$ cat config.mk
export PLATFORM = sky130hd
export DESIGN_NAME = duoline_rx
export DESIGN_NICKNAME = d
export VERILOG_FILES = /design/src/rtl/duoline_pkg.sv /design/src/rtl/duoline_sync.sv /design/src/rtl/duoline_packer.sv /design/src/rtl/duoline_watch.sv /design/src/rtl/duoline_rx.sv
export SDC_FILE = /design/constraint.sdc
export NUM_CORES = 1
export LEC_CHECK = 0
export CORE_ASPECT_RATIO = 0.5
export CORE_MARGIN = 8
export CORE_UTILIZATION = 55
export DETAILED_ROUTE_END_ITERATION = 16
export PLACE_DENSITY_LB_ADDON = 0.12
export SYNTH_ARGS = -nofsm -noshare
export SYNTH_HDL_FRONTEND = slang
export SYNTH_SLANG_ARGS = --single-unit
$ cat constraint.sdc
create_clock -name clk -period 2.4 [get_ports clk]
set_clock_uncertainty 0.05 [all_clocks]
set_input_delay 0.24 -clock clk [delete_from_list [all_inputs] [get_ports clk]]
set_output_delay 0.24 -clock clk [all_outputs]
set_load 0.02 [all_outputs]
$ cat src/rtl/duoline_pkg.sv
package duoline_pkg;
    typedef enum logic [1:0] {
        ST_IDLE,
        ST_LEAD,
        ST_BITS,
        ST_TAIL
    } rx_state_e;

    localparam int LINE_A = 0;
    localparam int LINE_B = 1;
endpackage

$ cat src/rtl/duoline_sync.sv
module duoline_sync #(
    parameter int STAGES = 2,
    parameter int LINES  = 2
) (
    input  logic             clk,
    input  logic             rst_n,
    input  logic [LINES-1:0] raw_i,
    output logic [LINES-1:0] lvl_o,
    output logic [LINES-1:0] rise_o,
    output logic [LINES-1:0] fall_o
);
    for (genvar g = 0; g < LINES; g++) begin : g_line
        logic [STAGES:0] pipe_q;
        always_ff @(posedge clk or negedge rst_n) begin
            if (!rst_n) pipe_q <= '1;
            else        pipe_q <= {pipe_q[STAGES-1:0], raw_i[g]};
        end
        assign lvl_o[g]  = pipe_q[STAGES-1];
        assign rise_o[g] = pipe_q[STAGES-1] & ~pipe_q[STAGES];
        assign fall_o[g] = ~pipe_q[STAGES-1] & pipe_q[STAGES];
    end
endmodule

$ cat src/rtl/duoline_packer.sv
module duoline_packer #(
    parameter int WORD_BYTES = 4,
    parameter int BYTE_BITS  = 8
) (
    input  logic                            clk,
    input  logic                            rst_n,
    input  logic                            clear_i,
    input  logic                            bit_valid_i,
    input  logic                            bit_i,
    output logic [WORD_BYTES*BYTE_BITS-1:0] word_o,
    output logic                            word_valid_o,
    output logic                            sum_zero_o,
    output logic                            one_spare_o
);
    localparam int WORD_W  = WORD_BYTES * BYTE_BITS;
    localparam int BIT_IW  = $clog2(BYTE_BITS);
    localparam int BYTE_IW = $clog2(WORD_BYTES);

    logic [BYTE_BITS-1:0] shift_q, new_byte, sum_q;
    logic [BIT_IW-1:0]    bit_idx_q;
    logic [BYTE_IW-1:0]   byte_idx_q;
    logic [WORD_W-1:0]    acc_q;
    logic                 byte_done;

    always_comb begin
        new_byte  = {shift_q[BYTE_BITS-2:0], bit_i};
        byte_done = bit_valid_i && (bit_idx_q == BIT_IW'(BYTE_BITS - 1));
    end

    always_ff @(posedge clk or negedge rst_n) begin
        if (!rst_n) begin
            shift_q      <= '0;
            sum_q        <= '0;
            bit_idx_q    <= '0;
            byte_idx_q   <= '0;
            acc_q        <= '0;
            word_o       <= '0;
            word_valid_o <= 1'b0;
        end else begin
            word_valid_o <= 1'b0;
            if (clear_i) begin
                shift_q    <= '0;
                sum_q      <= '0;
                bit_idx_q  <= '0;
                byte_idx_q <= '0;
                acc_q      <= '0;
            end else if (bit_valid_i) begin
                shift_q <= new_byte;
                if (byte_done) begin
                    bit_idx_q <= '0;
                    sum_q     <= sum_q ^ new_byte;
                    acc_q[byte_idx_q*BYTE_BITS +: BYTE_BITS] <= new_byte;
                    if (byte_idx_q == BYTE_IW'(WORD_BYTES - 1)) begin
                        word_o       <= {new_byte, acc_q[WORD_W-BYTE_BITS-1:0]};
                        word_valid_o <= 1'b1;
                        byte_idx_q   <= '0;
                    end else begin
                        byte_idx_q <= byte_idx_q + 1'b1;
                    end
                end else begin
                    bit_idx_q <= bit_idx_q + 1'b1;
                end
            end
        end
    end

    assign sum_zero_o  = (sum_q == '0);
    assign one_spare_o = (byte_idx_q == BYTE_IW'(1)) && (bit_idx_q == '0);
endmodule

$ cat src/rtl/duoline_watch.sv
module duoline_watch #(
    parameter int LIMIT = 1024
) (
    input  logic clk,
    input  logic rst_n,
    input  logic run_i,
    output logic expire_o
);
    localparam int CW = $clog2(LIMIT + 1);

    logic [CW-1:0] cnt_q;

    always_ff @(posedge clk or negedge rst_n) begin
        if (!rst_n)                    cnt_q <= '0;
        else if (!run_i)               cnt_q <= '0;
        else if (cnt_q != CW'(LIMIT))  cnt_q <= cnt_q + 1'b1;
    end

    assign expire_o = run_i && (cnt_q == CW'(LIMIT));
endmodule

$ cat src/rtl/duoline_rx.sv
module duoline_rx
    import duoline_pkg::*;
#(
    parameter int SYNC_STAGES  = 2,
    parameter int DATA_PULSES  = 4,
    parameter int BEAM_PULSES  = 8,
    parameter int RESET_PULSES = 14,
    parameter int TIMEOUT_CYC  = 1024,
    parameter int WORD_BYTES   = 4
) (
    input  logic                    clk,
    input  logic                    rst_n,
    input  logic                    line_a_i,
    input  logic                    line_b_i,
    output logic [WORD_BYTES*8-1:0] word_o,
    output logic                    word_valid_o,
    output logic                    pkt_done_o,
    output logic                    crc_err_o,
    output logic                    frame_err_o,
    output logic                    beam_seen_o,
    output logic                    reset_seen_o
);
    localparam int LEAD_MAX = RESET_PULSES + 1;
    localparam int LEAD_W   = $clog2(LEAD_MAX + 1);

    logic [1:0]        lvl, rise, fall;
    rx_state_e         state_q, state_d;
    logic [LEAD_W-1:0] lead_cnt_q;
    logic              clk_b_q;
    logic [1:0]        bedge_q;
    logic              a_hi, b_hi, a_edge, b_edge;
    logic              bit_take, bit_val, end_hit, lead_close, tail_close;
    logic              watch_run, expire, sum_zero, one_spare;

    duoline_sync #(.STAGES(SYNC_STAGES), .LINES(2)) u_sync (
        .clk    (clk),
        .rst_n  (rst_n),
        .raw_i  ({line_b_i, line_a_i}),
        .lvl_o  (lvl),
        .rise_o (rise),
        .fall_o (fall)
    );

    always_comb begin
        a_hi       = lvl[LINE_A];
        b_hi       = lvl[LINE_B];
        a_edge     = rise[LINE_A] | fall[LINE_A];
        b_edge     = rise[LINE_B] | fall[LINE_B];
        bit_take   = (state_q == ST_BITS) && (clk_b_q ? fall[LINE_B] : fall[LINE_A]);
        bit_val    = clk_b_q ? a_hi : b_hi;
        end_hit    = (state_q == ST_BITS) && !clk_b_q && !a_edge && b_edge && (bedge_q == 2'd1);
        lead_close = (state_q == ST_LEAD) && rise[LINE_A];
        tail_close = (state_q == ST_TAIL) && rise[LINE_B] && a_hi;
        watch_run  = ((state_q == ST_BITS) || (state_q == ST_TAIL)) && a_hi && b_hi;
    end

    duoline_packer #(.WORD_BYTES(WORD_BYTES), .BYTE_BITS(8)) u_packer (
        .clk          (clk),
        .rst_n        (rst_n),
        .clear_i      (lead_close),
        .bit_valid_i  (bit_take),
        .bit_i        (bit_val),
        .word_o       (word_o),
        .word_valid_o (word_valid_o),
        .sum_zero_o   (sum_zero),
        .one_spare_o  (one_spare)
    );

    duoline_watch #(.LIMIT(TIMEOUT_CYC)) u_watch (
        .clk      (clk),
        .rst_n    (rst_n),
        .run_i    (watch_run),
        .expire_o (expire)
    );

    // next-state logic
    always_comb begin
        state_d = state_q;
        unique case (state_q)
            ST_IDLE: if (fall[LINE_A] && b_hi) state_d = ST_LEAD;
            ST_LEAD: if (rise[LINE_A])
                         state_d = (lead_cnt_q == LEAD_W'(DATA_PULSES)) ? ST_BITS : ST_IDLE;
            ST_BITS: if (expire)       state_d = ST_IDLE;
                     else if (end_hit) state_d = ST_TAIL;
            ST_TAIL: if (expire || tail_close) state_d = ST_IDLE;
            default: state_d = ST_IDLE;
        endcase
    end

    // state register and its counters
    always_ff @(posedge clk or negedge rst_n) begin
        if (!rst_n) begin
            state_q    <= ST_IDLE;
            lead_cnt_q <= '0;
            clk_b_q    <= 1'b0;
            bedge_q    <= '0;
        end else begin
            state_q <= state_d;
            if (state_q != ST_LEAD)
                lead_cnt_q <= '0;
            else if (fall[LINE_B] && lead_cnt_q != LEAD_W'(LEAD_MAX))
                lead_cnt_q <= lead_cnt_q + 1'b1;
            if (lead_close)    clk_b_q <= 1'b0;
            else if (bit_take) clk_b_q <= ~clk_b_q;
            if (state_q != ST_BITS || bit_take || a_edge)
                bedge_q <= '0;
            else if (b_edge && bedge_q != 2'd2)
                bedge_q <= bedge_q + 1'b1;
        end
    end

    // registered outputs
    always_ff @(posedge clk or negedge rst_n) begin
        if (!rst_n) begin
            pkt_done_o   <= 1'b0;
            crc_err_o    <= 1'b0;
            frame_err_o  <= 1'b0;
            beam_seen_o  <= 1'b0;
            reset_seen_o <= 1'b0;
        end else begin
            pkt_done_o   <= 1'b0;
            crc_err_o    <= 1'b0;
            frame_err_o  <= expire;
            beam_seen_o  <= lead_close && (lead_cnt_q == LEAD_W'(BEAM_PULSES));
            reset_seen_o <= lead_close && (lead_cnt_q == LEAD_W'(RESET_PULSES));
            if (tail_close && !expire) begin
                pkt_done_o <= 1'b1;
                crc_err_o  <= !(sum_zero && one_spare);
            end
        end
    end
endmodule

**Yosys cells after proc, flatten, opt, wreduce, memory -nomap -nowiden**

Index checks and enable logic that the tools add are counted.
W data, S select, Z words.

- Word-level logic and storage cells: 138
- Flip-flop bits (word level): 116

- Eq/ne operators: 21
- Bitwise operators: 13
- Add/sub/neg operators: 6
- Shift-type cells: 2
- Reduce and logical (&&, ||, !) cells: 38
- Multiplexer cells: 39

Operators by type and width:

| operator | number |
|---|---|
| $mux W32 | 3 |
| $neg A5 Y34 | 1 |
| $shift A8 B34 Y32 const A | 1 |
| $shiftx A8 B34 Y32 | 1 |
| $bwmux W32 | 1 |
| $mux W2 | 12 |
| $mux W8 | 3 |
| $mux W11 | 2 |
| $logic_and A1 B1 Y1 | 20 |
| $mux W7 | 2 |
| $add A11 B1 Y11 const B | 1 |
| $eq A11 B11 Y1 const B | 1 |
| $ne A11 B11 Y1 const B | 1 |
| $mux W1 | 10 |
| $ne A2 B2 Y1 const B | 5 |
| $mux W3 | 3 |
| $eq A4 B4 Y1 const B | 2 |
| $logic_not A8 Y1 | 1 |
| $mux W4 | 2 |
| $pmux W2 S4 | 1 |
| $reduce_and A4 Y1 | 2 |
| $reduce_bool A2 Y1 | 4 |
| $xor A8 B8 Y8 | 1 |
| $eq A2 B1 Y1 const B | 3 |
| 17 further kinds | 36 |

**Longest topological paths before layout**

Gate-level depths: netlist of the first run.

- Word-level depth: 10
- Depth in mapped cells: 7
- Depth with buffers taken out: 6

**Hierarchy**

From an unflattened synthesis of the first run, not the netlist that was laid out.

- Cells, all modules: 435
- Area total of the unflattened synthesis: 5062.4 µm²

By module, submodules not included:

| module | area each (µm²) | instances | sequential area each (µm²) | cells each |
|---|---|---|---|---|
| duoline_packer | 3449.6 | 1 | 1926.8 | 280 |
| duoline_rx | 818.3 | 1 | 350.3 | 82 |
| duoline_watch | 586.8 | 1 | 275.3 | 61 |
| duoline_sync | 207.7 | 1 | 157.7 | 12 |

**Least setup slack after synthesis of the first run**

Ideal clock, no wire load.

- Path kind: register to register
- Start point: reg u_sync.g_line[1].pipe_q[1]
- End point: reg u_packer.word_o[10]
- Setup slack: 433 ps
- Cell stages (with the launch flop): 7
- Required time: 2225 ps
- Data arrival time: 1792 ps
- Period minus slack after synthesis: 1967 ps
- Buffers on the path: 1
- Path through: dfstp_2 > inv_1 > ha_1 > mux2_4 > nand4_4 > buf_6 > mux2_4

- Word-level cells in the longest chain between the ends: 6

Ends and longest elaborated chain:

| item | line | RTL |
|---|---|---|
| start, declared | duoline_sync.sv:13 | `logic [STAGES:0] pipe_q;` |
| start signal, assigned | duoline_sync.sv:16 | `else pipe_q <= {pipe_q[STAGES-1:0], raw_i[g]};` |
| $not A1 Y1 * | duoline_sync.sv:20 | `assign fall_o[g] = ~pipe_q[STAGES-1] & pipe_q[STAGES];` |
| $and A1 B1 Y1 * | duoline_sync.sv:20 |  |
| $mux W1 * | duoline_rx.sv:49 | `bit_take = (state_q == ST_BITS) && (clk_b_q ? fall[LINE_B] : fall[LINE_A]);` |
| $logic_and A1 B1 Y1 * | duoline_rx.sv:49 |  |
| $logic_and A1 B1 Y1 | duoline_packer.sv:27 | `byte_done = bit_valid_i && (bit_idx_q == BIT_IW'(BYTE_BITS - 1));` |
| $reduce_and A4 Y1 (no line) * | -- |  |
| end signal, assigned | duoline_packer.sv:54 | `word_o <= {new_byte, acc_q[WORD_W-BYTE_BITS-1:0]};` |
| end, declared | duoline_packer.sv:10 | `output logic [WORD_BYTES*BYTE_BITS-1:0] word_o,` |

Mark *: on every way between the ends. The rest lies on a longest branch, timed or not.
A chain may end at the register's enable or synchronous reset.

**Worst setup path after layout of the first run**

- Start point: reg u_sync.g_line[1].pipe_q[1]
- End point: reg u_packer.word_o[13]

Same word-level chain as after synthesis.

==> results of run 1 <==
[worst max-delay path: cells and delay by family (launching register included)]
kind | cells | cell delay [ns]
flip-flops | 1 | 0.58
AND/OR/NAND/NOR | 1 | 0.21
adder cells (fa/ha/maj) | 1 | 0.28
buffers and inverters | 2 | 0.31
multiplexers | 2 | 0.66
[per-layer routing]
metal	vias up	wire length, microns
li1	1543	-
met1	1619	4320
met2	48	4800
met3	8	454
met4	0	72
met5	-	0
[repair_timing]
| action | 4_1_cts | 5_1_grt |
|---|---|---|
| setup buffers | 0 | 2 |
| setup endpoints to repair | 0 | 4 |
| resized for setup | 0 | 1 |
| hold buffers | 1 | 0 |
| endpoints found under the hold margin | 34 | 0 |
[synthesized netlist by cell type (4+ instances only)]
cell / n / area share [%]
a21oi_1: 16 / 1.6
inv_1: 17 / 1.3
nand2_1: 56 / 4.3
buf_2: 8 / 0.82
mux2i_1: 10 / 2.1
mux2_2: 4 / 0.93
and3_1: 5 / 0.64
nand2b_1: 4 / 0.51
xnor2_1: 5 / 0.90
dfstp_2: 6 / 3.2
nand4_1: 6 / 0.77
a22o_1: 7 / 1.3
mux2_4: 28 / 8.6
xor2_1: 5 / 0.90
ha_1: 19 / 4.9
nand3_1: 35 / 3.6
dfrtp_1: 102 / 52
or3_1: 4 / 0.51
nor2_1: 17 / 1.3
buf_6: 4 / 0.93
o21ai_0: 20 / 2.1
[final cells by class]
class | instances | area (sq um) | area share, %
flip-flops and latches | 108 | 2710 | 47.2
clock buffers | 10 | 229 | 3.99
inverters | 17 | 63.8 | 1.11
clock inverters | 6 | 78.8 | 1.37
well taps | 117 | 146 | 2.55
repair buffers | 53 | 526 | 9.15
multi-input cells | 275 | 1990 | 34.7
[flip-flops by register name (all words and copies together), names as in the netlist]
signal                 cells
beam_seen_o                1
bedge_q                    2
clk_b_q                    1
crc_err_o                  1
frame_err_o                1
lead_cnt_q                 4
pkt_done_o                 1
reset_seen_o               1
state_q                    2
u_packer.acc_q            24
u_packer.bit_idx_q         3
u_packer.byte_idx_q        2
u_packer.shift_q           7
u_packer.sum_q             8
u_packer.word_o           32
u_packer.word_valid_o      1
u_sync.g_line.pipe_q       6
u_watch.cnt_q             11
[power by group]
group | internal, uW | switching, uW
clock network | 833 | 675
registers | 1840 | 17.7
logic | 74.2 | 154
[through the flow]
stage | setup WS (ns) | power [uW] | std cells
2_1_floorplan | 0.433 | 2020 | 416
3_3_place_gp | 0.256 | 2110 | 567
6_report | 0.193 | 3600 | 586
3_5_place_dp | 0.193 | 2120 | 567
4_1_cts | 0.171 | 3630 | 584
5_1_grt | 0.0570 | 3740 | 586
[logic make-up (layout without fill, tap and decap cells)]
family,after synthesis,after routing,synth area share [%]
AND/OR/NAND/NOR,149,149,15.4
multiplexers,42,42,11.6
flip-flops,108,108,55.7
adder cells (fa/ha/maj),19,19,4.89
buffers and inverters,33,86,3.37
XOR/XNOR,10,10,1.80
AO/OA/AOI/OAI,55,55,7.15
[path summary, 6_finish.rpt]
path	startpoint	to	slack, ns	cells past startpoint
max in group asynchronous	rst_n	u_sync.g_line[1].pipe_q[2]$_DFF_PN1_	1.27	3
worst max-delay path	u_sync.g_line[1].pipe_q[1]$_DFF_PN1_	u_packer.word_o[13]$_DFFE_PN0P_	0.19	6
worst min-delay path	line_a_i	u_sync.g_line[0].pipe_q[0]$_DFF_PN1_	0.24	1
worst max register to register	u_sync.g_line[1].pipe_q[1]$_DFF_PN1_	u_packer.word_o[13]$_DFFE_PN0P_	0.19	6
worst min register to register	u_sync.g_line[0].pipe_q[0]$_DFF_PN1_	u_sync.g_line[0].pipe_q[1]$_DFF_PN1_	0.32	0
min in group asynchronous	rst_n	u_packer.sum_q[1]$_DFFE_PN0P_	0.35	2
==> results.md, run 1 <==
* Routing usage on met1 at 20.1%
* Clk_lat worst skew at 0.35 ns
* Syn Area/Cell at 11.7 sq um
* Die W at 149 microns
* Routability cong. at 0.829
* Seq/Total Area, Yosys at 55.7%
* Via Count at 3218
* Commonest non-fill, non-tap cell in the layout: dfrtp_1
* TritonCTS Sinks at 108
* Clk slew on worst S/H paths at 0.07 ns
* Yosys cell types at 47
* CP most frequent cell: mux2_4
* 1st-iter DRT viols at 187
* Fillers at 664
* RSZ-0062 raised after global routing: false
* Gr ovfl total at 0
* GRT Max-Usage Layer: met2
* First-pass GRT wire length at 16200 microns
* GR Layer Usage met2 at 30.0%
* Setup Crit Path Kind: flop to flop
* I/O Buffers at 41
* Asr flop ratio synth at 100%
* Critical Path AT at 2.39 ns
* Synthesized area at 0.00486 sq mm
* Syn Inst Count at 416
* Power Dens Cells at 626 mW/mm^2
* Crit-path max cell delay at 0.58 ns
* HPWL after DPL at 6960 microns
* Fin crit share at 91.9%
* Largest net degree at the start of global routing at 40
* Crit-path max FO at 27
* Maximum VDD drop at 367 uV
* Worst Setup Start Kind: flop
* Synth Register Bits at 108
* Core ar. at 0.00865 sq mm
* WL final at 9640 microns
* Hold Fails Final Rpt at 0
* DR pass1 iterations at 4
* CTS buffer count at 9
* Max-Slew Margin vs Limit at 49.1%
* Layout Cell Area excl Fill at 0.00575 sq mm
* Initial antenna violation count at 0
* Critical path, cell by cell: inv_1, ha_1, mux2_4, nand4_4, buf_12, mux2_4
* TritonCTS clock tree: done
* Synth Net Count at 439
* GR Layer Usage met3 at 5.33%
* Leakage at 0.00271 uW
* Worst Max-Slew Pin Slew at 0.742 ns
* Syn. warnings at 0
* Max-Cap Viols at 0
* Diodes inserted at 0
* # DRC at 0
* Synthesis-to-finish area growth at 18.1%
* H-tree level count at 3
* Starting density of the core at 56.2%
* Hold slack final at 0.243 ns
* Core Util, Final at 66.4%
* Ys flop type: dfrtp_1
* Die Y at 82.5 microns
* Max-slew violations at 0
* Final setup fails at 0
* Worst min-delay path class: input port to flop
* Tmin final at 2.21 ns
* Bufs on Longest Clock Path at 2
* FP Rows at 24
* Commonest cells after routing, fill and taps aside: dfrtp_1, nand2_1, clkdlybuf4s50_1
* Final net count at 487
* Share of cells above drive strength 1 at 15.1%
* Clock root cell: clkbuf_16
* Die ar. at 0.0123 sq mm
* Status: completed
* I/O pin total at 42
* Max Clk Rate at 453 MHz
* Routed len/inst at 16.4 microns
* Critical path's slowest cell: dfstp_2
* Setup TNS at 0 ns
* Detail Route Antenna Nets at 0
* Vias in the first global route at 3270
* Placed cell areas at 0.00541 sq mm
* Worst Setup End Kind: flop
* Vias per cell at 5.49
* Total global-route track usage at 16.9%
* Number of flops mapped to enable cells by yosys at 0
* Worst Path Required at 2.59 ns
No activity file was read; power rests on OpenSTA's default activity.
==> run 2: changes to the inputs <==
==> constraint.sdc (replaced) <==
create_clock -name clk -period 2.2 [get_ports clk]
set_clock_uncertainty 0.05 [all_clocks]
set_input_delay 0.22 -clock clk [delete_from_list [all_inputs] [get_ports clk]]
set_output_delay 0.22 -clock clk [all_outputs]
set_load 0.02 [all_outputs]
==> results.md, run 2 (synthesis gave the netlist of run 1 again) <==
* Crit path from: u_sync.g_line[0].pipe_q[1]$_DFF_PN1_
* Layout Cell Area excl Fill at 0.00581 sq mm (+1.1%)
* Gr ovfl total at 0 (unchanged)
* Setup Crit Path Kind: flop to flop
* Setup TNS at 0 ns (unchanged)
* Max-slew violations at 0 (unchanged)
* Max Clk Rate at 491 MHz (+8.2%)
* Total global-route track usage at 17.1% (+0.23 points)
* Commonest non-fill, non-tap cell in the layout: dfrtp_1
* HPWL after DPL at 7170 microns (+3.0%)
* Synthesis-to-finish area growth at 19.4%
* Largest net degree at the start of global routing at 41 (+2.5%)
* Reg2reg start: u_sync.g_line[0].pipe_q[1]$_DFF_PN1_
* Reg-to-reg endpoint: u_packer.word_o[31]$_DFFE_PN0P_
* Die ar. at 0.0123 sq mm (unchanged)
* Crit-path max FO at 22 (-19%)
* RSZ-0062 raised after global routing: false
* Fin crit share at 92.7% (+0.73 points)
* Die W at 149 microns (unchanged)
* Max-Slew Margin vs Limit at 68.7% (+20 points)
* Critical Path AT at 2.22 ns (-0.17 ns)
* Post-CTS setup buffers at 0 (unchanged)
* Vias per cell at 5.54 (+0.97%)
* Max reg flops at 32 (unchanged)
* Status: completed
* Share of cells above drive strength 1 at 16.4% (+1.2 points)
* Diodes inserted at 0 (unchanged)
* Top flop regs: u_packer.word_o x32, u_packer.acc_q x24, u_watch.cnt_q x11
* 1st-iter DRT viols at 193 (+3.2%)
* Final Power at 3960 uW (+10%)
* Routed len/inst at 16.7 microns (+1.5%)
* R2R depth at 6 (unchanged)
* Max-Cap Viols at 0 (unchanged)
* Worst Max-Slew Pin Slew at 0.457 ns (-0.285 ns)
* Power Dens Cells at 682 mW/mm^2 (+8.9%)
* I/O Buffers at 41 (unchanged)
* Largest reg by FF count: u_packer.word_o
* Starting density of the core at 56.2% (unchanged)
* First-pass GRT wire length at 16500 microns (+1.8%)
* FP Rows at 24 (unchanged)
* Placed cell areas at 0.00548 sq mm (+1.2%)
* Routability cong. at 0.847 (+2.1%)
* Commonest cells after routing, fill and taps aside: dfrtp_1, nand2_1, clkdlybuf4s50_1
* WL final at 9900 microns (+2.7%)
* Final net count at 494 (+1.4%)
* Detail Route Antenna Nets at 0 (unchanged)
* Via Count at 3288 (+2.2%)
* Clock root cell: clkbuf_16
* Core ar. at 0.00865 sq mm (unchanged)
* Final setup fails at 0 (unchanged)
* Worst min-delay path class: input port to flop
* Crit path capture: u_packer.word_o[31]$_DFFE_PN0P_
* H-tree level count at 3 (unchanged)
* Bufs on Longest Clock Path at 2 (unchanged)
* TritonCTS clock tree: done
* Clk_lat worst skew at 0.34 ns (about the same)
* Tmin final at 2.04 ns (-0.168 ns)
* DR pass1 iterations at 4 (unchanged)
* Flop-to-flop setup slack at 0.16 ns (-0.03 ns)
* Fillers at 636 (-4.2%)
* Hold Fails Final Rpt at 0 (unchanged)
* Vias in the first global route at 3263 (-0.21%)
* Maximum VDD drop at 434 uV (+18%)
* Clk slew on worst S/H paths at 0.07 ns (about the same)
* Leakage at 0.00275 uW (+1.5%)
* Die Y at 82.5 microns (unchanged)
* Worst Setup Start Kind: flop
* CTS buffer count at 9 (unchanged)
* Post-CTS Resized at 0 (unchanged)
* TritonCTS Sinks at 108 (unchanged)
* I/O pin total at 42 (unchanged)
* Worst Path Required at 2.38 ns (-0.21 ns)
* Initial antenna violation count at 0 (unchanged)
* Worst Setup End Kind: flop
* # DRC at 0 (unchanged)
[run 2: cell types whose count changed in the layout (fill, tap and decap cells not counted), sizes merged]
cell | before | now
buf | 12 | 19
inv | 21 | 19
clkinv | 1 | 4
clkbuf | 10 | 9
[run 2: repair_timing]
item	4_1_cts	5_1_grt
endpoints found under the setup margin	0	0
hold endpoints to repair	22	0
hold buffers	1	0
[run 2: power by group]
part / total (uW) / leakage, uW / switching, uW / internal, uW
registers: 2020 / 0.00149 / 12.9 / 2010
logic: 255 / 0.00111 / 170 / 84.5
clock network: 1680 / 0.000156 / 769 / 915
total: 3960 / 0.00275 / 953 / 3010
[run 2: routing by layer]
layer	global-route usage [%]	wire length, microns
met2	29.4	4890
met3	4.68	532
met1	21.1	4400
met4	5.29	69
met5	0	0
[run 2: worst min-delay path by stage]
stage             start                                    to  slack, ns  cells after the start
4_1_cts        line_b_i  u_sync.g_line[1].pipe_q[0]$_DFF_PN1_       0.23                      1
6_report       line_b_i  u_sync.g_line[1].pipe_q[0]$_DFF_PN1_       0.24                      1
2_1_floorplan     rst_n                 beam_seen_o$_DFF_PN0_      -0.13                      0
5_1_grt        line_b_i  u_sync.g_line[1].pipe_q[0]$_DFF_PN1_       0.22                      1
3_5_place_dp      rst_n          u_watch.cnt_q[3]$_DFFE_PN0N_       0.09                      1
3_3_place_gp      rst_n          u_watch.cnt_q[3]$_DFFE_PN0N_       0.08                      1
[run 2: metrics by stage]
step | cells | hold WS, ns | utilization [%] | setup WS [ns]
floorplan | 416 | -0.126 | - | 0.233
global placement | 576 | 0.0838 | 63.3 | 0.211
detailed placement | 576 | 0.0949 | 63.3 | 0.171
CTS | 593 | 0.226 | 67.2 | 0.158
global route | 593 | 0.217 | 67.2 | 0.111
finish | 593 | 0.238 | 67.2 | 0.161
[run 2: cell type report]
cell class              count  area, sq um  share of cell area (%)
inverters                  17         63.8                    1.10
flip-flops and latches    108         2710                    46.7
repair buffers             60          578                    9.95
well taps                 117          146                    2.52
clock inverters             7         95.1                    1.64
multi-input cells         275         1990                    34.3
clock buffers               9          225                    3.88
[run 2: critical path: stages (launching register included)]
cell	delay (ns)
dfstp_2	0.54
inv_1	0.04
ha_1	0.21
mux2_4	0.33
nand4_4	0.21
buf_12	0.23
mux2_4	0.32
==> run 3: changes to the inputs <==
--- a/config.mk
+++ b/config.mk
@@ -12,4 +12,5 @@
 export PLACE_DENSITY_LB_ADDON = 0.12
 export SYNTH_ARGS = -nofsm -noshare
 export SYNTH_HDL_FRONTEND = slang
+export SYNTH_HIERARCHICAL = 1
 export SYNTH_SLANG_ARGS = --single-unit
==> results.md, run 3 <==
* Status: completed
* Worst Setup End Kind: flop
* Die ar. at 0.0127 sq mm (+3.5%)
* Synth cell count leaders: dfrtp_1, nand3_1, mux2_4, a21oi_1, nor2_1
* HPWL after DPL at 6760 microns (-5.7%)
* Commonest cells after routing, fill and taps aside: dfrtp_1, nand3_1, clkdlybuf4s50_1
* Syn Inst Count at 435 (+4.6%)
* RSZ-0062 raised after global routing: false
* Yosys top cell area share at 50.4% (-2.1 points)
* Most common cell in the synthesized netlist: dfrtp_1
* Final worst slack at 0.190 ns (+0.0286 ns)
* Syn Area/Cell at 11.6 sq um (-0.46%)
* Vias per cell at 5.52 (-0.38%)
* Number of flops mapped to enable cells by yosys at 0 (unchanged)
* Asr flop ratio synth at 100% (unchanged)
* Gr ovfl total at 0 (unchanged)
* H-tree level count at 3 (unchanged)
* Vias in the first global route at 3341 (+2.4%)
* Via Count at 3303 (+0.46%)
* Fin crit share at 91.4% (-1.3 points)
* Total global-route track usage at 16.5% (-0.58 points)
* Clock root cell: clkbuf_16
* Worst Path Required at 2.40 ns (+0.02 ns)
* Area leader, netlist: dfrtp_1
* Clk_lat worst skew at 0.34 ns (about the same)
* Starting density of the core at 57.3% (+1.1 points)
* Largest reg by FF count: u_packer/word_o
* Final setup fails at 0 (unchanged)
* Synth Net Count at 455 (+3.6%)
* Max reg flops at 32 (unchanged)
* Crit-path max FO at 25 (+14%)
* Largest net degree at the start of global routing at 77 (+88%)
* Layout Cells excl Fill at 598 (+0.84%)
* Setup WS pre-CTS at 0.108 ns (-0.0628 ns)
* TritonCTS Sinks at 108 (unchanged)
* Yosys cell types at 56 (+19%)
* Critical Path AT at 2.21 ns (about the same)
* Max-Cap Viols at 0 (unchanged)
* # DRC at 0 (unchanged)
* WL final at 9980 microns (+0.81%)
* Final net count at 496 (+0.40%)
* Commonest non-fill, non-tap cell in the layout: dfrtp_1
* Cell Count Post-Placement at 581 (+0.87%)
* Setup TNS at 0 ns (unchanged)
* CTS buffer count at 9 (unchanged)
* Max-Slew Margin vs Limit at 64.1% (-4.5 points)
* Post-CTS setup buffers at 0 (unchanged)
* Setup Crit Path Kind: flop to flop
* Die Y at 83.8 microns (+1.6%)
* Power Dens Cells at 632 mW/mm^2 (-7.3%)
* Ys flop type: dfrtp_1
* Seq/Total Area, Yosys at 53.5% (-2.2 points)
* Crit-path max cell delay at 0.53 ns (about the same)
* FP Rows at 24 (unchanged)
* Routability cong. at 0.870 (+2.7%)
* Fillers at 651 (+2.4%)
* Tmin final at 2.01 ns (-0.0286 ns)
* Leakage at 0.00274 uW (-0.52%)
* Synth Register Bits at 108 (unchanged)
* Maximum VDD drop at 447 uV (+2.9%)
* Max Clk Rate at 498 MHz (+1.4%)
* I/O pin total at 42 (unchanged)
* Share of cells above drive strength 1 at 17.5% (+1.1 points)
* Max-slew violations at 0 (unchanged)
* DR pass1 iterations at 4 (unchanged)
* Worst min-delay path class: input port to flop
* Top flop regs: u_packer/word_o x32, u_packer/acc_q x24, u_watch/cnt_q x11
* First-pass GRT wire length at 16800 microns (+2.0%)
* Syn. warnings at 6 (+6)
* Worst Setup Start Kind: flop
* Routed len/inst at 16.7 microns (about the same)
* Detail Route Antenna Nets at 0 (unchanged)
* Final Power at 3720 uW (-6.1%)
* Critical path's slowest cell: dfstp_2
* Bufs on Longest Clock Path at 2 (unchanged)
* Hold Fails Final Rpt at 0 (unchanged)
* 1st-iter DRT viols at 138 (-28%)
* Critical path, cell by cell: and2b_2, nand2b_1, a21boi_2, buf_12, and3_1, buf_4, nand3_1, o21ai_0
* Synthesized area at 0.00506 sq mm (+4.1%)
* Hold slack final at 0.228 ns (-0.00922 ns)
* TritonCTS clock tree: done
* Diodes inserted at 0 (unchanged)
* Core ar. at 0.00883 sq mm (+2.1%)
* Synthesis-to-finish area growth at 16.3%
* Initial antenna violation count at 0 (unchanged)
* I/O Buffers at 41 (unchanged)
* Worst Max-Slew Pin Slew at 0.535 ns (+0.0781 ns)
* Die W at 152 microns (+1.8%)
* Synth area leaders: dfrtp_1, mux2_4, nand3_1
* Clk slew on worst S/H paths at 0.07 ns (about the same)
[run 3: cell types whose count changed after synthesis, moves of 4 or more]
cell	before	now
or4_1	0	4
buf_2	8	15
nor2_1	17	24
nand2_1	56	23
a21oi_1	16	24
nand3_1	35	43
nand2b_1	4	18
xor2_1	5	9
and2b_2	0	4
a22o_1	7	0
[run 3: layer usage]
metal,global-route usage [%],vias up,share of wire (%)
li1,-,1585,-
met2,26.5,50,48
met1,21.3,1655,46
met3,4.82,13,4.6
met5,0,-,0
met4,4.42,0,1.1
[run 3: metrics by stage]
stage / utilization, % / cell area, sq um
floorplan: - / 5060
global placement: 63.4 / 5600
detailed placement: 63.4 / 5600
CTS: 66.7 / 5890
global route: 66.7 / 5890
finish: 66.7 / 5890
[run 3: layout make-up]
class                   instances  area [sq um]  area share, %
clock buffers                  10           229           3.89
flip-flops and latches        108          2710           46.0
well taps                     117           146           2.49
multi-input cells             283          2120           36.0
clock inverters                 6          47.5          0.808
repair buffers                 55           566           9.61
inverters                      19          71.3           1.21
[run 3: kinds of logic (layout without fill, tap and decap cells)]
logic type	after synthesis	in the layout	share of synthesized area, %
AO/OA/AOI/OAI	62	62	7.22
XOR/XNOR	13	13	2.25
adder cells (fa/ha/maj)	16	16	3.95
buffers and inverters	44	90	4.75
flip-flops	108	108	53.5
multiplexers	42	42	11.3
AND/OR/NAND/NOR	150	150	17.0
[run 3: path summary, 6_finish.rpt]
check,endpoint,depth (start not counted),slack [ns],from
min in group asynchronous,u_packer/word_o[21]$_DFFE_PN0P_,2,0.30,rst_n
setup / recovery,u_packer/acc_q[1]$_DFFE_PN0P_,8,0.19,u_sync/g_line[0].pipe_q[2]$_DFF_PN1_
hold / removal,u_sync/g_line[1].pipe_q[0]$_DFF_PN1_,1,0.23,line_b_i
max in group asynchronous,u_sync/g_line[0].pipe_q[2]$_DFF_PN1_,3,1.02,rst_n
hold reg to reg,u_sync/g_line[1].pipe_q[1]$_DFF_PN1_,0,0.31,u_sync/g_line[1].pipe_q[0]$_DFF_PN1_
setup reg to reg,u_packer/acc_q[1]$_DFFE_PN0P_,8,0.19,u_sync/g_line[0].pipe_q[2]$_DFF_PN1_
[run 3: repair_timing]
action	CTS	global route
endpoints found under the hold margin	32	0
resized for setup	0	2
setup endpoints to repair	0	7
hold buffers	1	0
[run 3: worst max-delay path: cells and delay by family (launching register included)]
family          cells  cell delay (ns)
simple gates        4             0.51
compound gates      2             0.41
flops               1             0.53
buf+inv             2             0.41
[run 3: power breakdown]
group	leakage, uW	internal [uW]	switching, uW	total [uW]
clock network	0.000133	779	731	1510
registers	0.00149	2000	15.5	2020
logic	0.00112	63.6	127	191
